### src/rtl/link_guard_pkg.sv
package link_guard_pkg;
  typedef struct packed {
    logic tx_off;
    logic rx_off;
    logic miss_sd;
    logic ill_sd;
    logic auto_en;
    logic mon_en;
  } guard_ctl_t;

  // Timeout multiple of one sixteenth of a second
  function automatic int unsigned tmo_mult(logic [1:0] sel);
    case (sel)
      2'b00:   return 1;
      2'b01:   return 4;
      2'b10:   return 16;
      default: return 64;
    endcase
  endfunction
endpackage

### src/rtl/lg_beat_watch.sv
module lg_beat_watch #(
  parameter int MISS_BEATS = 3
) (
  input  logic clk,
  input  logic rst_n,
  input  logic beat_seen,
  input  logic beat_tick,
  output logic missing
);
  localparam int CW = $clog2(MISS_BEATS + 1);
  logic [CW-1:0] gap_cnt;

  always_ff @(posedge clk) begin
    if (!rst_n)
      gap_cnt <= '0;
    else if (beat_seen)
      gap_cnt <= '0;
    else if (beat_tick && gap_cnt != CW'(MISS_BEATS))
      gap_cnt <= gap_cnt + 1'b1;
  end

  assign missing = (gap_cnt == CW'(MISS_BEATS));
endmodule

### src/rtl/lg_tick_timer.sv
module lg_tick_timer #(
  parameter int W = 8
) (
  input  logic         clk,
  input  logic         rst_n,
  input  logic         clr,
  input  logic         tick,
  input  logic [W-1:0] limit,
  output logic         done
);
  logic [W-1:0] cnt;

  always_ff @(posedge clk) begin
    if (!rst_n || clr)
      cnt <= '0;
    else if (tick && cnt < limit)
      cnt <= cnt + 1'b1;
  end

  assign done = (cnt >= limit);
endmodule

### src/rtl/link_guard.sv
module link_guard
  import link_guard_pkg::*;
#(
  parameter int SIXTEENTH_TICKS = 625,
  parameter int MISS_BEATS      = 3
) (
  input  logic       clk,
  input  logic       rst_n,
  input  logic       strap_auto,
  input  logic       strap_mon,
  input  logic       beat_seen,
  input  logic       beat_tick,
  input  logic       illegal_sym,
  input  logic       slow_tick,
  input  logic       ctl_wr,
  input  logic       wr_tx_off,
  input  logic       wr_rx_off,
  input  logic       wr_miss_sd,
  input  logic       wr_ill_sd,
  input  logic       wr_auto,
  input  logic       wr_mon,
  input  logic [1:0] tmo_sel,
  output logic       rb_tx_off,
  output logic       rb_rx_off,
  output logic       rb_miss_sd,
  output logic       rb_ill_sd,
  output logic       rb_auto,
  output logic       rb_mon,
  output logic       tx_en,
  output logic       rx_en,
  output logic       port_off,
  output logic       auto_port_off,
  output logic       auto_rx_timeout
);
  localparam int MAX_TICKS = 64 * SIXTEENTH_TICKS;
  localparam int CNT_W     = $clog2(MAX_TICKS + 1);
  localparam int QUIET     = 4 * SIXTEENTH_TICKS;

  guard_ctl_t ctl;
  logic       missing, fault, fault_latch, auto_down;
  logic       quiet_done, quiet_clr, rxto_clr;
  logic [CNT_W-1:0] rxto_limit;

  // Control register
  always_ff @(posedge clk) begin
    if (!rst_n)
      ctl <= '{tx_off: 1'b1, rx_off: 1'b1, miss_sd: 1'b0, ill_sd: 1'b0,
               auto_en: strap_auto, mon_en: strap_mon};
    else if (ctl_wr)
      ctl <= '{tx_off: wr_tx_off, rx_off: wr_rx_off, miss_sd: wr_miss_sd,
               ill_sd: wr_ill_sd, auto_en: wr_auto, mon_en: wr_mon};
  end

  lg_beat_watch #(.MISS_BEATS(MISS_BEATS)) u_watch (
    .clk(clk), .rst_n(rst_n), .beat_seen(beat_seen),
    .beat_tick(beat_tick), .missing(missing)
  );

  assign fault = missing | illegal_sym;

  // Manual-mode sticky shutdown
  always_ff @(posedge clk) begin
    if (!rst_n)
      fault_latch <= 1'b0;
    else if (ctl.auto_en || (!ctl.miss_sd && !ctl.ill_sd))
      fault_latch <= 1'b0;
    else if ((missing && ctl.miss_sd) || (illegal_sym && ctl.ill_sd))
      fault_latch <= 1'b1;
  end

  // Automatic-mode bring-up and shutdown
  assign quiet_clr = !ctl.auto_en || !ctl.mon_en || fault || !auto_down;

  lg_tick_timer #(.W(CNT_W)) u_quiet (
    .clk(clk), .rst_n(rst_n), .clr(quiet_clr), .tick(slow_tick),
    .limit(CNT_W'(QUIET)), .done(quiet_done)
  );

  always_ff @(posedge clk) begin
    if (!rst_n || !ctl.auto_en)
      auto_down <= 1'b1;
    else if (!ctl.mon_en)
      auto_down <= 1'b0;
    else if (fault)
      auto_down <= 1'b1;
    else if (quiet_done)
      auto_down <= 1'b0;
  end

  // Receive timeout
  assign rxto_limit = CNT_W'(tmo_mult(tmo_sel) * SIXTEENTH_TICKS);
  assign rxto_clr   = !ctl.auto_en || auto_down || beat_seen;

  lg_tick_timer #(.W(CNT_W)) u_rxto (
    .clk(clk), .rst_n(rst_n), .clr(rxto_clr), .tick(slow_tick),
    .limit(rxto_limit), .done(auto_rx_timeout)
  );

  // Outputs
  assign tx_en = ctl.auto_en ? !auto_down : (!ctl.tx_off && !fault_latch);
  assign rx_en = ctl.auto_en ? !auto_down : (!ctl.rx_off && !fault_latch);
  assign port_off      = ctl.auto_en ? auto_down : fault_latch;
  assign auto_port_off = auto_down;

  assign rb_tx_off  = ctl.tx_off;
  assign rb_rx_off  = ctl.rx_off;
  assign rb_miss_sd = ctl.miss_sd;
  assign rb_ill_sd  = ctl.ill_sd;
  assign rb_auto    = ctl.auto_en;
  assign rb_mon     = ctl.mon_en;
endmodule

### config.mk
export PLATFORM = sky130hd
export DESIGN_NAME = link_guard
export DESIGN_NICKNAME = d
export VERILOG_FILES = /design/src/rtl/link_guard_pkg.sv /design/src/rtl/lg_beat_watch.sv /design/src/rtl/lg_tick_timer.sv /design/src/rtl/link_guard.sv
export SDC_FILE = /design/constraint.sdc
export NUM_CORES = 1
export LEC_CHECK = 0
export BUFFER_PORTS_ARGS = -buffer_cell sky130_fd_sc_hd__buf_2
export CORE_UTILIZATION = 50
export CTS_CLUSTER_SIZE = 40
export DETAILED_ROUTE_END_ITERATION = 8
export GPL_TIMING_DRIVEN = 0
export PLACE_DENSITY = 0.69
export SYNTH_ARGS = -nofsm -noshare
export SYNTH_HDL_FRONTEND = slang
export SYNTH_HIERARCHICAL = 1
export SYNTH_SLANG_ARGS = --single-unit
### constraint.sdc
create_clock -name clk -period 10.1 [get_ports clk]
set_input_delay 1.01 -clock clk [delete_from_list [all_inputs] [get_ports clk]]
set_output_delay 1.01 -clock clk [all_outputs]
set_load 0.05 [all_outputs]
* Yosys cells after proc, flatten, opt, wreduce, memory -nomap -nowiden
Cells that the tools add are included.
Widths: inputs -> output; s select.
** Storage, ports and cells
- Register bits :: 42
- Output and inout port bits :: 11
** Operators by class
- Add/subtract/negate cells :: 3
- $mul :: 1
- Magnitude comparators :: 4
- Equality and inequality tests :: 6
- Muxes and demuxes :: 9
- Bitwise gates (word level) :: 2
- Reductions and logical operators :: 30
** Operators by type and width (number)
- $add 16x1->16 const B :: 2
- $mul 32x10->16 const B :: 1
- $pmux 7 s3 :: 1
- $ge 16x12->1 const B :: 1
- $ge 16x16->1 :: 1
- $lt 16x12->1 const B :: 1
- $lt 16x16->1 :: 1
- $logic_or 1x1->1 :: 10
- $logic_not 1->1 :: 9
- $logic_and 1x1->1 :: 8
- $mux 1 :: 6
- $eq 2x2->1 const B :: 2
- $mux 2 :: 2
- $reduce_or 2->1 :: 2
- $ne 3x1->1 const B :: 1
- $add 2x1->2 const B :: 1
- $eq 2x1->1 const B :: 1
- $logic_not 2->1 :: 1
- $ne 2x1->1 const B :: 1
- $ne 2x2->1 const B :: 1
- $not 1->1 :: 1
- $or 1x1->1 :: 1

* Logic depth before layout (Yosys ltp)
Gate-level depths: netlist of run 1.
- Depth in word-level cells :: 5
- Depth in mapped cells :: 17
- Mapped depth without buffers :: 16

* By module
Netlist of run 1, hierarchy kept.
** Modules (own cells, without submodules)
- lg_tick_timer at u_quiet :: instances 1, cells an instance 168, area an instance 1370.1 µm², seq. area each 320.3 µm²
- lg_tick_timer at u_rxto :: instances 1, cells an instance 154, area an instance 1219.9 µm², seq. area each 320.3 µm²
- link_guard :: instances 1, cells an instance 69, area an instance 639.4 µm², seq. area each 180.2 µm²
- lg_beat_watch :: instances 1, cells an instance 9, area an instance 98.8 µm², seq. area each 40.0 µm²

* Least setup slack after synthesis of run 1
No wires, ideal clock.
- Path type :: input-to-output
- Start point :: in tmo_sel[0]
- End point :: out auto_rx_timeout
- Data arrival time :: 4284 ps
- Data required time :: 9090 ps
- Setup slack :: 4806 ps
- Cell stages on the path :: 12
- Path buffers :: 0
- Path through :: inv_1 -> ha_1 -> ha_1 -> ha_1 -> a21oi_1 -> o21ai_0 -> xnor2_1 -> inv_1 -> ha_1 -> nand4_1 -> or4_1 -> o21ai_0
** On the way
- Longest elaborated chain between the ends :: 4
- Elaborated cells between the ends (all ways) :: 6
** Ends and longest elaborated chain
- start, declared :: line link_guard.sv:22 : input logic [1:0] tmo_sel,
- $eq 2x2->1 (tied with other cells) :: line link_guard_pkg.sv:13 : case (sel)
- $pmux 7 s3 (*) :: line link_guard_pkg.sv:13
- $mul 32x10->16 (*) :: line link_guard.sv:91 : assign rxto_limit = CNT_W'(tmo_mult(tmo_sel) * SIXTEENTH_TICKS);
- via rxto_limit[11] :: line link_guard.sv:42 : logic [CNT_W-1:0] rxto_limit;
- $ge 16x16->1 (*) :: line lg_tick_timer.sv:20 : assign done = (cnt >= limit);
- end, declared :: line link_guard.sv:33 : output logic auto_rx_timeout
The timed path passes the listed nets; every way through them passes the cells marked *.

* Worst setup path after layout of run 1
Same ends and word-level chain as after synthesis.

==> tab_implementation.tex, run 1 <==
\begin{tabular}{lr}
\hline
Metric & Value \\
\hline
\multicolumn{2}{l}{\textbf{Global route}} \\
Total GRT Usage & 0.2239 \\
First-pass GRT wire length & 12.97 mm \\
Antenna violations before repair & 0 \\
Number of global-route vias before repair & 2847 \\
Remaining Overflow, GRT & 0 \\
Pin count of the biggest net entering global routing & 14 \\
\multicolumn{2}{l}{\textbf{Clocking}} \\
CTS Hold Buffers Added & 0 \\
Clk buf depth & 2 \\
Clock H-tree levels & 2 \\
Number of clock sinks & 42 \\
Clock root cell & clkbuf\_8 \\
TritonCTS clock tree & done \\
Clock insertion delay at the later pin of the skew report & 0.30 ns \\
Clock buffers created by TritonCTS & 5 \\
Register clock-pin slew on the reported worst setup and hold paths & 0.08 ns \\
\# Post-CTS Setup Buffers & 0 \\
Post-CTS sizing & 0 \\
\multicolumn{2}{l}{\textbf{Critical path}} \\
CP delay by family, top & simple AND/OR/NAND/NOR gates \\
Worst Path Class, Setup & input port to output pin \\
Required @ worst endpoint & 9.09 ns \\
Worst Reg-to-Reg Cells & 10 \\
Crit path max-delay cell type & or4\_1 \\
Worst reg2reg startpoint & u\_quiet/cnt[13] \\
Cell-by-cell trace of the critical path & buf\_2 > inv\_1 > ha\_1 > ha\_1 > ha\_1 > nor4b\_1 > inv\_1 > ha\_1 > nand4\_1 > or4\_1 > a21oi\_2 > nor3\_1 > o21ai\_0 > buf\_2 \\
Cell repeated most along the worst path & ha\_1 \\
Buf/Inv on CP & 4 \\
Data arrival time of the critical path & 4.34 ns \\
Startpoint type of the worst setup path & input port \\
RR Endpoint & auto\_port\_off \\
Biggest cell delay along the critical path & 0.60 ns \\
WP depth & 14 \\
Worst-path maximum fanout & 6 \\
Crit path capture type & output pin \\
Register-to-register path setup slack & 7.39 ns \\
\multicolumn{2}{l}{\textbf{Power}} \\
Worst VDD drop & 0.00007141 V \\
Internal power component & 0.0002394 W \\
Proportion of power drawn by the clock network & 0.321 \\
Net switching power & 0.00009999 W \\
Leakage power figure & 1.591 nW \\
Overall power & 0.0003394 W \\
Logic pwr share & 0.171 \\
Switching fraction of total power & 0.2946 \\
Total power per unit cell area & 91.70 nW/um\^{}2 \\
Flop pwr share & 0.508 \\
\multicolumn{2}{l}{\textbf{Cells and area}} \\
Count of non-filler cells in the finished layout & 527 \\
Post-layout net count & 513 \\
Inserted Diodes & 0 \\
Fill count & 582 \\
Proportion of layout cells with a drive suffix above 1 & 0.1200 \\
Area growth syn-to-layout & 11.20\% \\
Highest-count cells in the layout ignoring fill and taps & ha\_1 (47), inv\_1 (40), dfxtp\_1 (40) \\
Commonest non-fill, non-tap cell in the layout & ha\_1 \\
\multicolumn{2}{l}{\textbf{Timing}} \\
Final setup violating endpoints & 0 \\
Final worst hold slack & 0.5048 ns \\
Transition time of the tightest slew-check pin & 0.8183 ns \\
Post-Route Setup TNS & 0 ns \\
Slew margin rel. & 0.4533 \\
Endpoints failing hold & 0 \\
Post-route clock skew & 0.01195 ns \\
Period minus WS final & 5.353 ns \\
Highest clock rate & 186.8 MHz \\
RSZ-0062 raised after global routing & no \\
Pins over their slew limit & 0 \\
Period utilization & 0.5300 \\
\multicolumn{2}{l}{\textbf{Yosys}} \\
Synth unique cells & 55 \\
Post-Syn Area per Cell & 8.320 sq um \\
Number of instances in the synthesized netlist & 400 \\
Predominant post-synthesis flop cell & dfxtp\_1 \\
Portion of the post-synthesis area used by sequential elements & 0.2586 \\
Number of storage elements in the synthesis netlist & 42 \\
Fraction of registers with async set/reset & 0 \\
Area of the mapped netlist & 3328 sq um \\
Post-synth EDFFs & 2 \\
Synthesis Warnings & 6 \\
\multicolumn{2}{l}{\textbf{Route}} \\
Avg WL per Cell & 13.91 microns \\
Antenna Violating Nets Remaining & 0 \\
Overall via count from detail\_route & 3005 \\
Vias per cell & 5.702 \\
Count of routing violations after the opening detailed-route iteration & 241 \\
Initial DRT Pass Iterations & 4 \\
Count of unresolved DRC violations after routing & 0 \\
Post-detailed-routing wire length & 7.333 mm \\
\multicolumn{2}{l}{\textbf{Floorplanning}} \\
Die width & 83.59 microns \\
Core Box Area & 6386 sq um \\
Initial core utilization & 0.5212 \\
Die outline height & 83.59 microns \\
Row count & 29 \\
Area of the die & 6986 sq um \\
I/O pin count & 28 \\
\multicolumn{2}{l}{\textbf{Place}} \\
Half-perimeter wire length after detailed placement & 5.756 mm \\
Count of buffers inserted at the top-level ports & 26 \\
DP Cell Count & 519 \\
Final GP Congestion & 0.8329 \\
\multicolumn{2}{l}{\textbf{Worst hold path}} \\
Worst-case hold path end point & fault\_latch \\
WHS Path Cells & 2 \\
HP Start & rb\_miss\_sd \\
Hold Crit Class & register to register \\
\multicolumn{2}{l}{\textbf{Run}} \\
Max-cap violations & 0 \\
\multicolumn{2}{l}{\textbf{Outcome}} \\
Status & finished clean \\
\hline
\end{tabular}
[metal layers]
layer  track usage  vias up  part of all wire
met2        0.3607       85              0.43
met3       0.03165        5             0.058
met1        0.3192     1361              0.51
li1              -     1554                 -
met4       0.04468        0            0.0075
met5             0        -                 0
[synth_stat cells, drive strengths merged, types with 4 or more instances]
cell type | instances | area, sq um
buf | 8 | 46.30
o211ai | 10 | 88.83
a21oi | 25 | 128.9
xnor2 | 4 | 35.03
nand3 | 16 | 80.08
nor2b | 9 | 63.81
nand2b | 16 | 100.1
or4 | 16 | 122.6
nand4b | 5 | 43.79
o21ai | 12 | 60.05
inv | 40 | 150.1
nand4 | 15 | 93.84
o31ai | 8 | 60.06
mux2i | 9 | 90.09
nor2 | 16 | 60.06
nand2 | 35 | 131.4
and3 | 6 | 37.54
dfxtp | 40 | 800.8
ha | 47 | 588.1
o41ai | 5 | 43.79
nor4 | 4 | 25.02
a41o | 4 | 40.04
or2 | 5 | 33.78
o311ai | 4 | 35.03
clkbuf | 4 | 15.01
nor3 | 5 | 25.02
[through the flow]
stage               setup slack (ns)  utilization  instance area [sq um]
floorplan                      4.806            -                   3388
global placement               4.802       0.5660                   3615
detailed placement             4.743       0.5660                   3615
CTS                            4.718       0.5795                   3701
global route                   4.527       0.5795                   3701
finish                         4.747       0.5795                   3701
[layout make-up]
| cell class | count | area, sq um | share of cell area |
|---|---|---|---|
| Buffer | 12 | 61.31 | 0.01657 |
| Clock buffer | 6 | 72.57 | 0.01961 |
| Clock inverter | 2 | 13.76 | 0.003719 |
| Inverter | 40 | 150.1 | 0.04057 |
| Multi-Input combinational cell | 322 | 2316 | 0.6258 |
| Sequential cell | 42 | 860.8 | 0.2326 |
| Tap cell | 77 | 96.34 | 0.02603 |
| Timing Repair Buffer | 26 | 130.1 | 0.03516 |
[worst max path at each step]
stage,start,endpoint,slack (ns)
after global placement,tmo_sel[0],auto_rx_timeout,4.80
after detailed placement,tmo_sel[0],auto_rx_timeout,4.74
final,tmo_sel[0],auto_rx_timeout,4.75
after floorplan,tmo_sel[0],auto_rx_timeout,4.81
after global routing,tmo_sel[0],auto_rx_timeout,4.53
after CTS,tmo_sel[0],auto_rx_timeout,4.72
[power by group through the flow]
stage	logic [W]	clock network [W]	registers, W
2_1_floorplan	0.0000364	0	0.000183
3_3_place_gp	0.0000562	0	0.000176
3_5_place_dp	0.0000578	0	0.000176
4_1_cts	0.0000581	0.000112	0.000172
5_1_grt	0.0000651	0.000119	0.000173
6_report	0.0000582	0.000109	0.000172
[worst reg2reg max path: stages (launching register included)]
cell and delay (ns):
dfxtp_1 0.36, ha_1 0.37, nand4_1 0.31, or2_1 0.35, o22ai_1 0.41, buf_4 0.27
nor3_1 0.06, nand3_1 0.10, nor2b_1 0.06, o31ai_1 0.21, nand3_1 0.10
[cell families after synthesis]
family                   count (synthesis)  synth area share
AO/OA/AOI/OAI                           83            0.1797
multiplexers                            12           0.03722
buffers and inverters                   52           0.06353
AND/OR/NAND/NOR                        155            0.2635
XOR/XNOR                                 7           0.01842
adder cells (fa/ha/maj)                 47            0.1767
other                                    2          0.002256
flip-flops                              42            0.2586
[sequential cells by signal (all words and copies together) (netlist names)]
register         flops
auto_port_off        1
fault_latch          1
rb_miss_sd           1
u_watch/gap_cnt      2
rb_tx_off            1
rb_ill_sd            1
u_rxto/cnt          16
rb_mon               1
u_quiet/cnt         16
rb_rx_off            1
rb_auto              1
Note: power is estimated with default switching activity, not from simulation.
==> inputs of run 2 (changes only) <==
--- a/config.mk
+++ b/config.mk
@@ -5,12 +5,13 @@
 export SDC_FILE = /design/constraint.sdc
 export NUM_CORES = 1
 export LEC_CHECK = 0
+export ABC_AREA = 1
 export BUFFER_PORTS_ARGS = -buffer_cell sky130_fd_sc_hd__buf_2
 export CORE_UTILIZATION = 50
 export CTS_CLUSTER_SIZE = 40
 export DETAILED_ROUTE_END_ITERATION = 8
 export GPL_TIMING_DRIVEN = 0
-export PLACE_DENSITY = 0.69
+export PLACE_DENSITY = 0.71
 export SYNTH_ARGS = -nofsm -noshare
 export SYNTH_HDL_FRONTEND = slang
 export SYNTH_HIERARCHICAL = 1
==> constraint.sdc (replaced) <==
create_clock -name clk -period 4.7 [get_ports clk]
set_input_delay 0.47 -clock clk [delete_from_list [all_inputs] [get_ports clk]]
set_output_delay 0.47 -clock clk [all_outputs]
set_load 0.05 [all_outputs]
==> run 2 against run 1 <==
  * Global-route usage shrank 0.27 points
  * Sequential power increased by 120%
  * Clock-buffer cell count unchanged
  * Non-clock buffer count unchanged
  * Wire length is 5.1% higher
  * Worst hold slack worse by 0.14 ns
  * Core utilization grew 0.61 points
  * Power rose by 120%
  * Worst setup slack lost 3.9 ns
  * Critical path type unchanged
  * Critical endpoint unchanged
  * Largest power group unchanged
==> tab_implementation.tex, run 2 <==
\begin{tabular}{lr}
\hline
Metric & Value \\
\hline
\multicolumn{2}{l}{\textbf{Power}} \\
Flop pwr share & 0.500 \\
Switching fraction of total power & 0.3103 \\
Logic pwr share & 0.175 \\
Total power per unit cell area & 183.2 nW/um\^{}2 \\
Leakage power figure & 2.103 nW \\
Net switching power & 0.0002299 W \\
Internal power component & 0.0005111 W \\
Proportion of power drawn by the clock network & 0.325 \\
Worst VDD drop & 0.0001259 V \\
\multicolumn{2}{l}{\textbf{Critical path}} \\
Worst reg2reg startpoint & u\_quiet/cnt[10] \\
Cell-by-cell trace of the critical path & buf\_2 > inv\_1 > ha\_1 > inv\_1 > nand2\_1 > o21ai\_0 > ha\_1 > a21oi\_1 > nand3\_1 > nand2\_1 > inv\_1 > ha\_1 > nand2\_1 > inv\_1 > nand3\_1 > nor3\_1 > nand2\_1 > nand2\_1 > inv\_1 > o41ai\_1 > buf\_2 \\
Worst-path maximum fanout & 6 \\
Biggest cell delay along the critical path & 0.33 ns \\
RR Endpoint & auto\_port\_off \\
CP delay by family, top & adder cells \\
Required @ worst endpoint & 4.23 ns \\
Crit path max-delay cell type & ha\_1 \\
Data arrival time of the critical path & 3.36 ns \\
Buf/Inv on CP & 7 \\
WP depth & 21 \\
Worst Path Class, Setup & input port to output pin \\
Last element of the critical path & auto\_rx\_timeout \\
Crit path capture type & output pin \\
Worst Reg-to-Reg Cells & 12 \\
Launching element of the worst setup path & tmo\_sel[0] \\
Register-to-register path setup slack & 2.81 ns \\
Startpoint type of the worst setup path & input port \\
\multicolumn{2}{l}{\textbf{Yosys}} \\
Portion of the post-synthesis area used by sequential elements & 0.2362 \\
Dominant combinational cell family by area after synthesis & simple AND/OR/NAND/NOR gates \\
Fraction of post-synthesis cell area in the top cell type by area & 0.2197 \\
Predominant post-synthesis flop cell & dfxtp\_1 \\
Post-synth top area cell & dfxtp\_1 \\
Synth unique cells & 34 \\
Post-Syn Area per Cell & 6.209 sq um \\
XOR/XNOR share of the synthesized area & 0.007209 \\
Portion of netlist area occupied by mux cells & 0 \\
Synthesis Warnings & 6 \\
Number of storage elements in the synthesis netlist & 42 \\
Commonest cells post-synth & nand2\_1 (149), inv\_1 (117), nor2\_1 (77) \\
Post-synth EDFFs & 2 \\
Adder-cell share of the synthesized area & 0.1613 \\
Largest cells by area after synthesis & dfxtp\_1 (22\%), ha\_1 (16\%), nand2\_1 (15\%) \\
Area of the mapped netlist & 3645 sq um \\
Most frequent cell after synthesis & nand2\_1 \\
Fraction of the mapped netlist area in compound gates & 0.06042 \\
Number of instances in the synthesized netlist & 587 \\
Fraction of registers with async set/reset & 0 \\
Post-synthesis simple-gate area fraction & 0.3879 \\
\multicolumn{2}{l}{\textbf{Timing}} \\
Post-route clock skew & 0.01398 ns \\
Final worst slack & 0.8658 ns \\
Pins over their slew limit & 0 \\
Period minus WS final & 3.834 ns \\
Endpoints failing hold & 0 \\
Slew margin rel. & 0.6480 \\
Period utilization & 0.8158 \\
Final worst hold slack & 0.3660 ns \\
Transition time of the tightest slew-check pin & 0.5281 ns \\
RSZ-0062 raised after global routing & no \\
Post-Route Setup TNS & 0 ns \\
Final setup violating endpoints & 0 \\
Highest clock rate & 260.8 MHz \\
\multicolumn{2}{l}{\textbf{Floorplanning}} \\
Area of the die & 7635 sq um \\
Core Box Area & 6907 sq um \\
I/O pin count & 28 \\
Die outline height & 87.38 microns \\
Die width & 87.38 microns \\
Initial core utilization & 0.5277 \\
Row count & 30 \\
\multicolumn{2}{l}{\textbf{Global route}} \\
Antenna violations before repair & 0 \\
Number of global-route vias before repair & 3222 \\
Total GRT Usage & 0.2212 \\
Remaining Overflow, GRT & 0 \\
First-pass GRT wire length & 13.59 mm \\
Pin count of the biggest net entering global routing & 14 \\
\multicolumn{2}{l}{\textbf{Place}} \\
Half-perimeter wire length after detailed placement & 6.114 mm \\
Count of buffers inserted at the top-level ports & 27 \\
Minimum setup slack after placement & 0.8657 ns \\
Final GP Congestion & 0.8382 \\
\multicolumn{2}{l}{\textbf{Route}} \\
Count of unresolved DRC violations after routing & 0 \\
Antenna Violating Nets Remaining & 0 \\
Count of routing violations after the opening detailed-route iteration & 121 \\
Overall via count from detail\_route & 3524 \\
Initial DRT Pass Iterations & 4 \\
Avg WL per Cell & 10.50 microns \\
Post-detailed-routing wire length & 7.705 mm \\
Vias per cell & 4.801 \\
\multicolumn{2}{l}{\textbf{Cells and area}} \\
Registers with the most flip-flops & u\_quiet/cnt (16), u\_rxto/cnt (16), u\_watch/gap\_cnt (2) \\
Seq. cell area & 860.8 sq um \\
Post-layout net count & 701 \\
Area used by multi-input combinational logic & 2316 sq um \\
Proportion of layout cells with a drive suffix above 1 & 0.1066 \\
Highest-count cells in the layout ignoring fill and taps & nand2\_1 (149), inv\_1 (117), nor2\_1 (77) \\
Fill count & 728 \\
Commonest non-fill, non-tap cell in the layout & nand2\_1 \\
Final Core Density & 0.5857 \\
Area growth syn-to-layout & 10.99\% \\
Inserted Diodes & 0 \\
\multicolumn{2}{l}{\textbf{Clocking}} \\
CTS Hold Buffers Added & 0 \\
Number of clock sinks & 42 \\
\# Post-CTS Setup Buffers & 0 \\
Clock buffers created by TritonCTS & 5 \\
Clock root cell & clkbuf\_8 \\
TritonCTS clock tree & done \\
Clock insertion delay at the later pin of the skew report & 0.31 ns \\
Post-CTS sizing & 0 \\
Clock H-tree levels & 2 \\
Register clock-pin slew on the reported worst setup and hold paths & 0.09 ns \\
Clk buf depth & 2 \\
\multicolumn{2}{l}{\textbf{Run}} \\
Max-cap violations & 0 \\
\multicolumn{2}{l}{\textbf{Worst hold path}} \\
Hold Crit Class & input port to register \\
\multicolumn{2}{l}{\textbf{Outcome}} \\
Status & finished clean \\
\hline
\end{tabular}
[run 2: cell types whose count changed after synthesis, moves of 9 or more]
cell | before | now
mux2i_1 | 9 | 0
nand2_1 | 35 | 149
inv_1 | 40 | 117
a21oi_1 | 24 | 14
nor2_1 | 16 | 77
o211ai_1 | 9 | 0
nand2b_1 | 16 | 0
nand4_1 | 15 | 25
or4_1 | 14 | 0
nand3_1 | 16 | 40
[run 2: worst min path at each step]
stage	start	end	slack, ns	cells after the start
after floorplan	u_watch/gap_cnt[1]	u_watch/gap_cnt[1]	0.46	2
after global placement	rb_tx_off	rb_tx_off	0.46	2
after detailed placement	rb_tx_off	rb_tx_off	0.47	2
after CTS	wr_tx_off	rb_tx_off	0.36	3
after global routing	wr_rx_off	rb_rx_off	0.38	3
final	wr_tx_off	rb_tx_off	0.37	3
[run 2: final cells by class]
type                       instances  share of cell area
multi-input combinational        424              0.5725
sequential                        42              0.2128
inverter                         126              0.1169
timing repair buffer              27             0.03341
tap                               96             0.02969
clock buffer                       6             0.01794
buffer                            11             0.01361
clock inverter                     2            0.003093
[run 2: cells by family (layout without fill, tap and decap cells)]
family,after synthesis,in the layout
adders and majority gates,47,47
buffers and inverters,137,172
and+or+nand+nor,318,318
DFF,42,42
other,2,18
xor gates and xnor gates,3,3
AOI/OAI and AO/OA,38,38
[run 2: per-layer routing]
layer / track usage / vias up / share of wire
li1: - / 1912 / -
met1: 0.2891 / 1530 / 0.50
met2: 0.3771 / 74 / 0.45
met3: 0.03602 / 8 / 0.041
met4: 0.05663 / 0 / 0.010
met5: 0 / - / 0
[run 2: through the flow]
stage	area (sq um)	cells	power, W
2_1_floorplan	3705	603	0.0004754
3_3_place_gp	3960	726	0.0005048
3_5_place_dp	3960	726	0.0005085
4_1_cts	4045	734	0.0007477
5_1_grt	4045	734	0.0007824
6_report	4045	734	0.0007410
[run 2: power groups by stage]
stage,Clock (W),Sequential (W),Combinational [W]
finish,0.000241,0.000371,0.000130
global placement,0,0.000379,0.000126
CTS,0.000247,0.000371,0.000130
global route,0.000262,0.000372,0.000148
detailed placement,0,0.000379,0.000129
floorplan,0,0.000396,0.0000795
[run 2: worst register-to-register path, stage by stage, from the launching register on]
cell and delay (ns):
dfxtp_1 0.39, ha_1 0.31, nand2_1 0.06, inv_2 0.05, nand3_1 0.08, nor3_1 0.15, nand2_1 0.10, nand2_1 0.18
inv_1 0.09, o41ai_1 0.08, o21ai_0 0.14, nand2_1 0.08, nand3_1 0.07
==> inputs of run 3 (changes only) <==
==> constraint.sdc (replaced) <==
create_clock -name clk -period 3.15 [get_ports clk]
set_input_delay 0.315 -clock clk [delete_from_list [all_inputs] [get_ports clk]]
set_output_delay 0.315 -clock clk [all_outputs]
set_load 0.05 [all_outputs]
==> run 3 against run 2 <==
  * Global-route usage rose by 0.63 points
  * First-iteration DRC count rose by 49%
  * Worst hold slack got worse by 0.14 ns
  * Worst setup slack worse by 0.70 ns
  * Register-to-register slack got worse by 1.6 ns
  * Non-clock buffer count rose by 4
  * Die area is the same
  * Critical path depth unchanged
  * Final cell count up 0.54%
  * Combinational power increased by 70%
  * Critical path type unchanged
  * Largest power group unchanged
  * Highest routed layer unchanged
==> tab_implementation.tex, run 3 (synthesis results as in run 2) <==
\begin{tabular}{lr}
\hline
Metric & Value \\
\hline
\multicolumn{2}{l}{\textbf{Clocking}} \\
Clock root cell & clkbuf\_8 \\
Number of clock sinks & 42 \\
Clk buf depth & 2 \\
Clock buffers created by TritonCTS & 5 \\
Clock H-tree levels & 2 \\
Register clock-pin slew on the reported worst setup and hold paths & 0.08 ns \\
TritonCTS clock tree & done \\
Clock insertion delay at the later pin of the skew report & 0.29 ns \\
\multicolumn{2}{l}{\textbf{Timing}} \\
Final worst slack & 0.1667 ns \\
Period minus WS final & 2.983 ns \\
Pins over their slew limit & 0 \\
Highest clock rate & 335.2 MHz \\
Final worst hold slack & 0.2302 ns \\
Period utilization & 0.9471 \\
Post-route clock skew & 0.006290 ns \\
Transition time of the tightest slew-check pin & 0.5630 ns \\
Slew margin rel. & 0.6247 \\
Final setup violating endpoints & 0 \\
Endpoints failing hold & 0 \\
\multicolumn{2}{l}{\textbf{Place}} \\
Count of buffers inserted at the top-level ports & 27 \\
Minimum setup slack after placement & -0.4050 ns \\
Final GP Congestion & 0.8463 \\
Half-perimeter wire length after detailed placement & 6.054 mm \\
\multicolumn{2}{l}{\textbf{Global route}} \\
Antenna violations before repair & 0 \\
Total GRT Usage & 0.2274 \\
Pin count of the biggest net entering global routing & 14 \\
Remaining Overflow, GRT & 0 \\
First-pass GRT wire length & 13.94 mm \\
Number of global-route vias before repair & 3360 \\
\multicolumn{2}{l}{\textbf{Worst hold path}} \\
HP Start & wr\_tx\_off \\
WHS Path Cells & 3 \\
Hold Crit Class & input port to register \\
\multicolumn{2}{l}{\textbf{Floorplanning}} \\
I/O pin count & 28 \\
Row count & 30 \\
Area of the die & 7635 sq um \\
Initial core utilization & 0.5277 \\
Die outline height & 87.38 microns \\
Die width & 87.38 microns \\
Core Box Area & 6907 sq um \\
\multicolumn{2}{l}{\textbf{Route}} \\
Antenna Violating Nets Remaining & 0 \\
Vias per cell & 4.806 \\
Overall via count from detail\_route & 3547 \\
Initial DRT Pass Iterations & 6 \\
Post-detailed-routing wire length & 8.015 mm \\
Avg WL per Cell & 10.86 microns \\
Count of routing violations after the opening detailed-route iteration & 180 \\
Count of unresolved DRC violations after routing & 0 \\
\multicolumn{2}{l}{\textbf{Run}} \\
Max-cap violations & 0 \\
\multicolumn{2}{l}{\textbf{Critical path}} \\
Crit path capture type & output pin \\
Startpoint type of the worst setup path & input port \\
Required @ worst endpoint & 2.83 ns \\
Worst Path Class, Setup & input port to output pin \\
Worst Reg-to-Reg Cells & 14 \\
Worst-path maximum fanout & 5 \\
Worst reg2reg startpoint & u\_quiet/cnt[3] \\
Data arrival time of the critical path & 2.67 ns \\
Launching element of the worst setup path & tmo\_sel[1] \\
\multicolumn{2}{l}{\textbf{Cells and area}} \\
Inserted Diodes & 0 \\
Fill count & 662 \\
Highest-count cells in the layout ignoring fill and taps & nand2\_1 (147), inv\_1 (112), nor2\_1 (77) \\
Registers with the most flip-flops & u\_quiet/cnt (16), u\_rxto/cnt (16), u\_watch/gap\_cnt (2) \\
Area growth syn-to-layout & 16.24\% \\
Final Core Density & 0.6134 \\
Commonest non-fill, non-tap cell in the layout & nand2\_1 \\
Post-layout net count & 705 \\
Proportion of layout cells with a drive suffix above 1 & 0.1464 \\
\multicolumn{2}{l}{\textbf{Power}} \\
Total power per unit cell area & 277.7 nW/um\^{}2 \\
Leakage power figure & 2.143 nW \\
Worst VDD drop & 0.0002028 V \\
\multicolumn{2}{l}{\textbf{Outcome}} \\
Status & finished clean \\
\hline
\end{tabular}
[run 3: routing by layer]
metal	track usage	wire, microns
met5	0	0
met4	0.06855	129
met3	0.03128	359
met2	0.3949	3687
met1	0.2909	3839
[run 3: final timing paths]
kind	end	slack (ns)
worst max register to register	auto_port_off	1.22
worst min-delay path	rb_tx_off	0.23
worst max-delay path	auto_rx_timeout	0.17
worst min register to register	rb_rx_off	0.49
[run 3: what timing repair did]
action	in CTS	in global routing
buffers inserted	1	3
hold buffers	0	0
setup endpoints to repair	1	1
pin swaps	2	7
gates resized for setup	18	15
[run 3: area by class of cell]
class	instances	area (sq um)	share of cell area
multi-input combinational	424	2439	0.5756
sequential	42	860.8	0.2032
inverter	126	480.5	0.1134
timing repair buffer	31	176.4	0.04164
tap	96	120.1	0.02835
clock buffer	7	97.59	0.02304
buffer	11	55.05	0.01299
clock inverter	1	7.507	0.001772
[run 3: critical path, stage by stage]
cell,delay [ns]
buf_4,0.14
inv_4,0.06
ha_4,0.18
ha_1,0.20
nand2_1,0.06
inv_1,0.04
ha_2,0.17
a21oi_2,0.15
nand3_1,0.08
nand2_1,0.06
inv_1,0.04
ha_1,0.29
nand2_1,0.08
inv_2,0.05
nand2_1,0.06
nand2_1,0.06
a21oi_2,0.21
nand2_2,0.09
inv_2,0.08
o41ai_4,0.07
buf_6,0.16
[run 3: power breakdown]
group	switching [W]	leakage [nW]	internal (W)
Sequential	0.00000871	0.344	0.000545
Combinational	0.000147	1.75	0.0000736
Clock	0.000197	0.0496	0.000205
[run 3: per-stage QoR]
stage	std cells	TNS [ns]	instance area [sq um]	total power, W
floorplan	603	0	3724	0.0007110
detailed placement	726	-0.4884	3979	0.0007612
CTS	735	0	4169	0.001172
finish	738	0	4237	0.001177
global placement	726	-0.3716	3979	0.0007551
global route	738	-0.01920	4237	0.001244
